`config.mk`:
```
export PLATFORM = sky130hd
export DESIGN_NAME = pt_walker
export DESIGN_NICKNAME = d
export VERILOG_FILES = /design/src/rtl/ptw_pkg.sv /design/src/rtl/ptw_addr_gen.sv /design/src/rtl/ptw_entry_check.sv /design/src/rtl/pt_walker.sv
export SDC_FILE = /design/constraint.sdc
export NUM_CORES = 1
export LEC_CHECK = 0
export BUFFER_PORTS_ARGS = -buffer_cell sky130_fd_sc_hd__buf_4
export CAP_MARGIN = 20
export CORE_ASPECT_RATIO = 1.1
export CORE_MARGIN = 3
export CORE_UTILIZATION = 55
export CTS_CLUSTER_SIZE = 8
export DETAILED_ROUTE_END_ITERATION = 6
export GPL_ROUTABILITY_DRIVEN = 0
export HOLD_SLACK_MARGIN = 0.03
export PLACE_DENSITY = 0.89
export SETUP_SLACK_MARGIN = 0.4
export SLEW_MARGIN = 15
export SYNTH_ARGS = -nofsm -noshare
export SYNTH_HDL_FRONTEND = slang
export SYNTH_SLANG_ARGS = --single-unit
```
`constraint.sdc`:
```
create_clock -name clk -period 4.8 [get_ports clk]
set_clock_uncertainty 0.1 [all_clocks]
set_input_delay 0.96 -clock clk [delete_from_list [all_inputs] [get_ports clk]]
set_output_delay 0.96 -clock clk [all_outputs]
set_load 0.01 [all_outputs]
```
`src/rtl/ptw_pkg.sv`:
```
// Shared types for the page table walker.
// Assumes a 32-bit address split 10/10/12 and 32-bit entries.
package ptw_pkg;
    localparam int ADDR_W = 32;
    localparam int IDX_W  = 10;
    localparam int OFF_W  = 12;

    typedef enum logic [1:0] {
        FLT_NONE = 2'd0,
        FLT_PAGE = 2'd1,
        FLT_PROT = 2'd2
    } fault_e;

    typedef enum logic [2:0] {
        ST_IDLE,
        ST_L1_REQ,
        ST_L1_WAIT,
        ST_L2_REQ,
        ST_L2_WAIT,
        ST_DONE
    } walk_st_e;
endpackage

```
`src/rtl/ptw_addr_gen.sv`:
```
// Forms the byte address of the table entry to read at the current level.
// Assumes entries are 4 bytes and the second-level table is frame aligned.
module ptw_addr_gen #(
    parameter int ADDR_W = 32,
    parameter int IDX_W  = 10,
    parameter int OFF_W  = 12
) (
    input  logic              second_lvl,
    input  logic [ADDR_W-1:0] vaddr,
    input  logic [ADDR_W-1:0] dir_base,
    input  logic [ADDR_W-OFF_W-1:0] tbl_frame,
    output logic [ADDR_W-1:0] entry_addr
);
    localparam int FRAME_W = ADDR_W - OFF_W;

    logic [IDX_W-1:0]  dir_idx;
    logic [IDX_W-1:0]  tbl_idx;
    logic [ADDR_W-1:0] dir_off;
    logic [ADDR_W-1:0] tbl_off;

    // Pick the index fields and scale them to byte offsets.
    always_comb begin
        dir_idx = vaddr[ADDR_W-1 -: IDX_W];
        tbl_idx = vaddr[OFF_W +: IDX_W];
        dir_off = ADDR_W'({dir_idx, 2'b00});
        tbl_off = ADDR_W'({tbl_idx, 2'b00});
    end

    // Choose directory slot or second-level slot.
    always_comb begin
        if (second_lvl)
            entry_addr = {tbl_frame, {OFF_W{1'b0}}} + tbl_off;
        else
            entry_addr = dir_base + dir_off;
    end

    logic unused_ok;
    assign unused_ok = &{1'b0, FRAME_W[0]};
endmodule

```
`src/rtl/ptw_entry_check.sv`:
```
// Decides the fault outcome of one table entry.
// Assumes bit PRESENT_BIT marks present and bit WRITE_BIT marks writable.
module ptw_entry_check
    import ptw_pkg::*;
#(
    parameter int ENTRY_W     = 32,
    parameter int PRESENT_BIT = 0,
    parameter int WRITE_BIT   = 1
) (
    input  logic [ENTRY_W-1:0] entry,
    input  logic               is_write,
    output fault_e             fault
);
    // Absent entries win over write protection.
    always_comb begin
        if (!entry[PRESENT_BIT])
            fault = FLT_PAGE;
        else if (is_write && !entry[WRITE_BIT])
            fault = FLT_PROT;
        else
            fault = FLT_NONE;
    end
endmodule

```
`src/rtl/pt_walker.sv`:
```
// Two-level table walker: accepts one translation at a time, reads the
// directory entry, then the leaf entry, and reports address or fault.
// Assumes memory returns exactly one response per accepted read.
module pt_walker
    import ptw_pkg::*;
#(
    parameter int ADDR_W = 32,
    parameter int IDX_W  = 10,
    parameter int OFF_W  = 12
) (
    input  logic                  clk,
    input  logic                  rst_n,
    input  logic                  req_valid,
    output logic                  req_ready,
    input  logic [ADDR_W-1:0]     req_vaddr,
    input  logic [ADDR_W-1:0]     req_dir_base,
    input  logic                  req_write,
    output logic                  mem_req_valid,
    input  logic                  mem_req_ready,
    output logic [ADDR_W-1:0]     mem_req_addr,
    input  logic                  mem_rsp_valid,
    input  logic [ADDR_W-1:0]     mem_rsp_data,
    output logic                  rsp_valid,
    output logic [ADDR_W-1:0]     rsp_paddr,
    output logic [1:0]            rsp_fault,
    output logic                  refill_valid,
    output logic [ADDR_W-OFF_W-1:0] refill_vpn,
    output logic [ADDR_W-OFF_W-1:0] refill_pfn,
    output logic [OFF_W-1:0]      refill_flags
);
    localparam int FRAME_W = ADDR_W - OFF_W;

    walk_st_e          st_q;
    logic [ADDR_W-1:0] va_q;
    logic [ADDR_W-1:0] base_q;
    logic              wr_q;
    logic [FRAME_W-1:0] tbl_frame_q;
    logic [FRAME_W-1:0] pfn_q;
    logic [OFF_W-1:0]  flags_q;
    logic [ADDR_W-1:0] paddr_q;
    fault_e            fault_q;
    fault_e            entry_fault;

    ptw_addr_gen #(.ADDR_W(ADDR_W), .IDX_W(IDX_W), .OFF_W(OFF_W)) addr_i (
        .second_lvl (st_q == ST_L2_REQ),
        .vaddr      (va_q),
        .dir_base   (base_q),
        .tbl_frame  (tbl_frame_q),
        .entry_addr (mem_req_addr)
    );

    ptw_entry_check #(.ENTRY_W(ADDR_W)) chk_i (
        .entry    (mem_rsp_data),
        .is_write (wr_q),
        .fault    (entry_fault)
    );

    // Walk sequencing and capture of request and result fields.
    always_ff @(posedge clk) begin
        if (!rst_n) begin
            st_q        <= ST_IDLE;
            va_q        <= '0;
            base_q      <= '0;
            wr_q        <= 1'b0;
            tbl_frame_q <= '0;
            pfn_q       <= '0;
            flags_q     <= '0;
            paddr_q     <= '0;
            fault_q     <= FLT_NONE;
        end else begin
            case (st_q)
                ST_IDLE: if (req_valid) begin
                    va_q   <= req_vaddr;
                    base_q <= req_dir_base;
                    wr_q   <= req_write;
                    st_q   <= ST_L1_REQ;
                end
                ST_L1_REQ: if (mem_req_ready) st_q <= ST_L1_WAIT;
                ST_L1_WAIT: if (mem_rsp_valid) begin
                    if (entry_fault != FLT_NONE) begin
                        fault_q <= entry_fault;
                        paddr_q <= '0;
                        st_q    <= ST_DONE;
                    end else begin
                        tbl_frame_q <= mem_rsp_data[ADDR_W-1:OFF_W];
                        st_q        <= ST_L2_REQ;
                    end
                end
                ST_L2_REQ: if (mem_req_ready) st_q <= ST_L2_WAIT;
                ST_L2_WAIT: if (mem_rsp_valid) begin
                    fault_q <= entry_fault;
                    pfn_q   <= mem_rsp_data[ADDR_W-1:OFF_W];
                    flags_q <= mem_rsp_data[OFF_W-1:0];
                    paddr_q <= (entry_fault == FLT_NONE) ?
                               {mem_rsp_data[ADDR_W-1:OFF_W], va_q[OFF_W-1:0]} : '0;
                    st_q    <= ST_DONE;
                end
                default: st_q <= ST_IDLE;
            endcase
        end
    end

    // Output decode from walk state and captured result.
    always_comb begin
        req_ready     = (st_q == ST_IDLE);
        mem_req_valid = (st_q == ST_L1_REQ) || (st_q == ST_L2_REQ);
        rsp_valid     = (st_q == ST_DONE);
        rsp_paddr     = paddr_q;
        rsp_fault     = fault_q;
        refill_valid  = (st_q == ST_DONE) && (fault_q == FLT_NONE);
        refill_vpn    = va_q[ADDR_W-1:OFF_W];
        refill_pfn    = pfn_q;
        refill_flags  = flags_q;
    end
endmodule

```
==> out/qor.yml <==
synth_compound_gate_area_share_pct: 22.7
h-tree-depth: 4
period_needed_ps: 4140
root_buffer: "clkbuf_16"
placed_area_um2: 8760
synth.mux.area_fraction_pct: 0.139
routed_wl_mm: 20.2
path_clk_slew_ps: 60
whs_path_depth: 2
io-pin-count: 224
numPortBuffers: 223
die_w_um: 115
n_fill_cell: 970
dp.cells: 1205
ys.flop_type: "dfxtp_1"
cp_slowest_cell: "fa_1"
rrSetupSlack_ps: 2360
die-height_um: 126
synth_common_cells: "306 x nand2_1, 154 x dfxtp_1, 135 x a21boi_0, 49 x clkbuf_1, 38 x nand3_1"
synth_seq_cells: 154
syn_avg_cell_area_um2: 8.01
synth_area_leader_cell: "dfxtp_1"
whs_ps: 352
synth_simple_gate_area_share_pct: 23.1
finalCritPeriodShare_pct: 86.3
status: "finished clean"
finalMaxSlewViolations: 0
power.total_mw: 3.13
via_count: 6691
synth-seq-area-share_pct: 42.9
fmax_ghz: 0.241
path_cells: "ha_1 > fa_1 > a211oi_2 > o21bai_1 > a221oi_4 > buf_4 > nor3_1 > xnor2_1 > o21ai_0 > buf_4"
cts.sinks: 154
rsz0062_at_grt: "no"
synth_fp_nets: 1011
synth_area_um2: 7190
hold_violations: 0
antenna_found_initial: 1
globalRouteOverflowTotal: 0
synthAdderAreaFrac_pct: 2.02
grt_pass1_wl_mm: 32.7
end_kind: "output port"
synth_top_area_share_pct: 42.9
hold_path_end: "rsp_paddr[19]$_SDFFE_PN0P_"
cp_max_fo: 6
cp.arrival_ps: 3080
critPathMostFrequentCell: "buf_4"
p_leak_nw: 3.77
slowest_delay_ps: 450
min_from: "rsp_paddr[19]$_SDFFE_PN0P_"
synth_top_family_by_area: "simple AND/OR/NAND/NOR gates"
dp_slack_ps: 1020
core_um2: 12700
avgRoutedWirePerCell_um: 16.3
slew_headroom_pct: 40.2
drtPass1Iterations: 4
clk_latency_ps: 420
tightest_slew_ps: 898
clock_path_buffers: 2
async_flop_share_pct: 0
tns_ps: 0
syn_to_final_growth_pct: 30.4
grt_max_degree: 113
synthesis.instances: 898
critPathLaunchType: "register"
ys_top_cells_by_area: "dfxtp_1 43%, nand2_1 16%, a21boi_0 14%"
worstRegToRegCells: 5
fp-row-count: 43
yosysMostFrequentCell: "nand2_1"
hpwl_mm: 14.0
drcViolationCount: 0
cts_tree: "done"
cts_buffers: 17
synth_edf_count: 0
grt_use_total_pct: 27.8
finalSetupViolations: 0
finish.utilization_pct: 73.8
ys.warnings.count: 0
maxCapViolCount: 0
antenna_left: 0
cp.required_ps: 3740
drt_iter0_drc: 483
regToRegEndpoint: "va_q[28]$_SDFFE_PN0P_"
die_area_um2: 14500
grt_pass1_vias: 6614
layout_setup_ws_ps: 659
r2r_start: "st_q[1]$_SDFFE_PN0P_"
nNetsFinal: 1183
synth_xor_area_share_pct: 3.17
p_per_area_nw_per_um2: 334
start_util_pct: 56.6
finalInstanceArea_um2: 9380
synth_cell_types: 51
viasPerCell: 5.40
stdcell_count: 1238
hp-class: "reg -> reg"
drive_gt1_share_pct: 26.3
vdd_drop_max_v: 0.000225
crit_type: "reg -> out"
[cells by family after synthesis]
logic type      count (synthesis)
flops                         154
mux                             1
simple gates                  395
buf+inv                        90
compound gates                221
xor+xnor                       26
fa+ha+maj                      11
[routing by layer]
metal	global-route usage, %	share of wire (%)
met1	35.1	42
met2	45.1	48
met3	7.74	6.8
met4	10.5	2.7
met5	0	0
[power breakdown]
group / total (mW) / switching, mW / internal (mW)
Combinational: 0.405 / 0.211 / 0.193
Sequential: 1.37 / 0.0436 / 1.32
Clock: 1.36 / 0.512 / 0.847
Total: 3.13 / 0.767 / 2.37
[how the worst max path moves through the flow]
stage	start	end	cells after the start
2_1_floorplan	va_q[22]$_SDFFE_PN0P_	mem_req_addr[24]	8
3_3_place_gp	va_q[22]$_SDFFE_PN0P_	mem_req_addr[30]	9
3_5_place_dp	va_q[22]$_SDFFE_PN0P_	mem_req_addr[30]	9
4_1_cts	va_q[22]$_SDFFE_PN0P_	mem_req_addr[24]	9
5_1_grt	va_q[22]$_SDFFE_PN0P_	mem_req_addr[24]	10
6_report	va_q[22]$_SDFFE_PN0P_	mem_req_addr[24]	10
[cell type report]
type / instances / area, µm² / share of cell area, %
clock inverters: 8 / 120 / 1.28
well taps: 157 / 196 / 2.10
flip-flops and latches: 154 / 3080 / 32.9
repair buffers: 235 / 1780 / 19.0
inverters: 8 / 30.0 / 0.320
diodes: 1 / 2.50 / 0.0267
clock buffers: 21 / 470 / 5.02
multi-input cells: 654 / 3690 / 39.4
[critical path: cells and delay by family (launching register included)]
family	cells	cell delay [ps]
adder cells (fa/ha/maj)	2	700
AO/OA/AOI/OAI	4	1040
XOR/XNOR	1	140
buffers and inverters	2	370
flip-flops	1	340
AND/OR/NAND/NOR	1	70
[sequential cells by signal (all words and copies together) (netlist names)]
register      flops
rsp_paddr        32
tbl_frame_q      20
va_q             32
refill_flags     12
wr_q              1
refill_pfn       20
base_q           32
st_q              3
rsp_fault         2
[layout by cell type (no fill, tap or decap), types with 13 or more instances in the layout]
cell type / count
nand2_1: 305
buf_4: 234
dfxtp_1: 154
a21boi_0: 135
nand3_1: 38
xnor2_1: 23
o21ai_0: 19
a21boi_1: 18
clkbuf_16: 17
nor2_1: 14
a21oi_1: 13
[what timing repair did]
action	in CTS	in global routing
setup buffers	0	3
setup endpoints to repair	0	9
hold buffers	0	0
hold endpoints to repair	0	0
gates resized for setup	0	1
No activity file was read; power rests on OpenSTA's default activity.
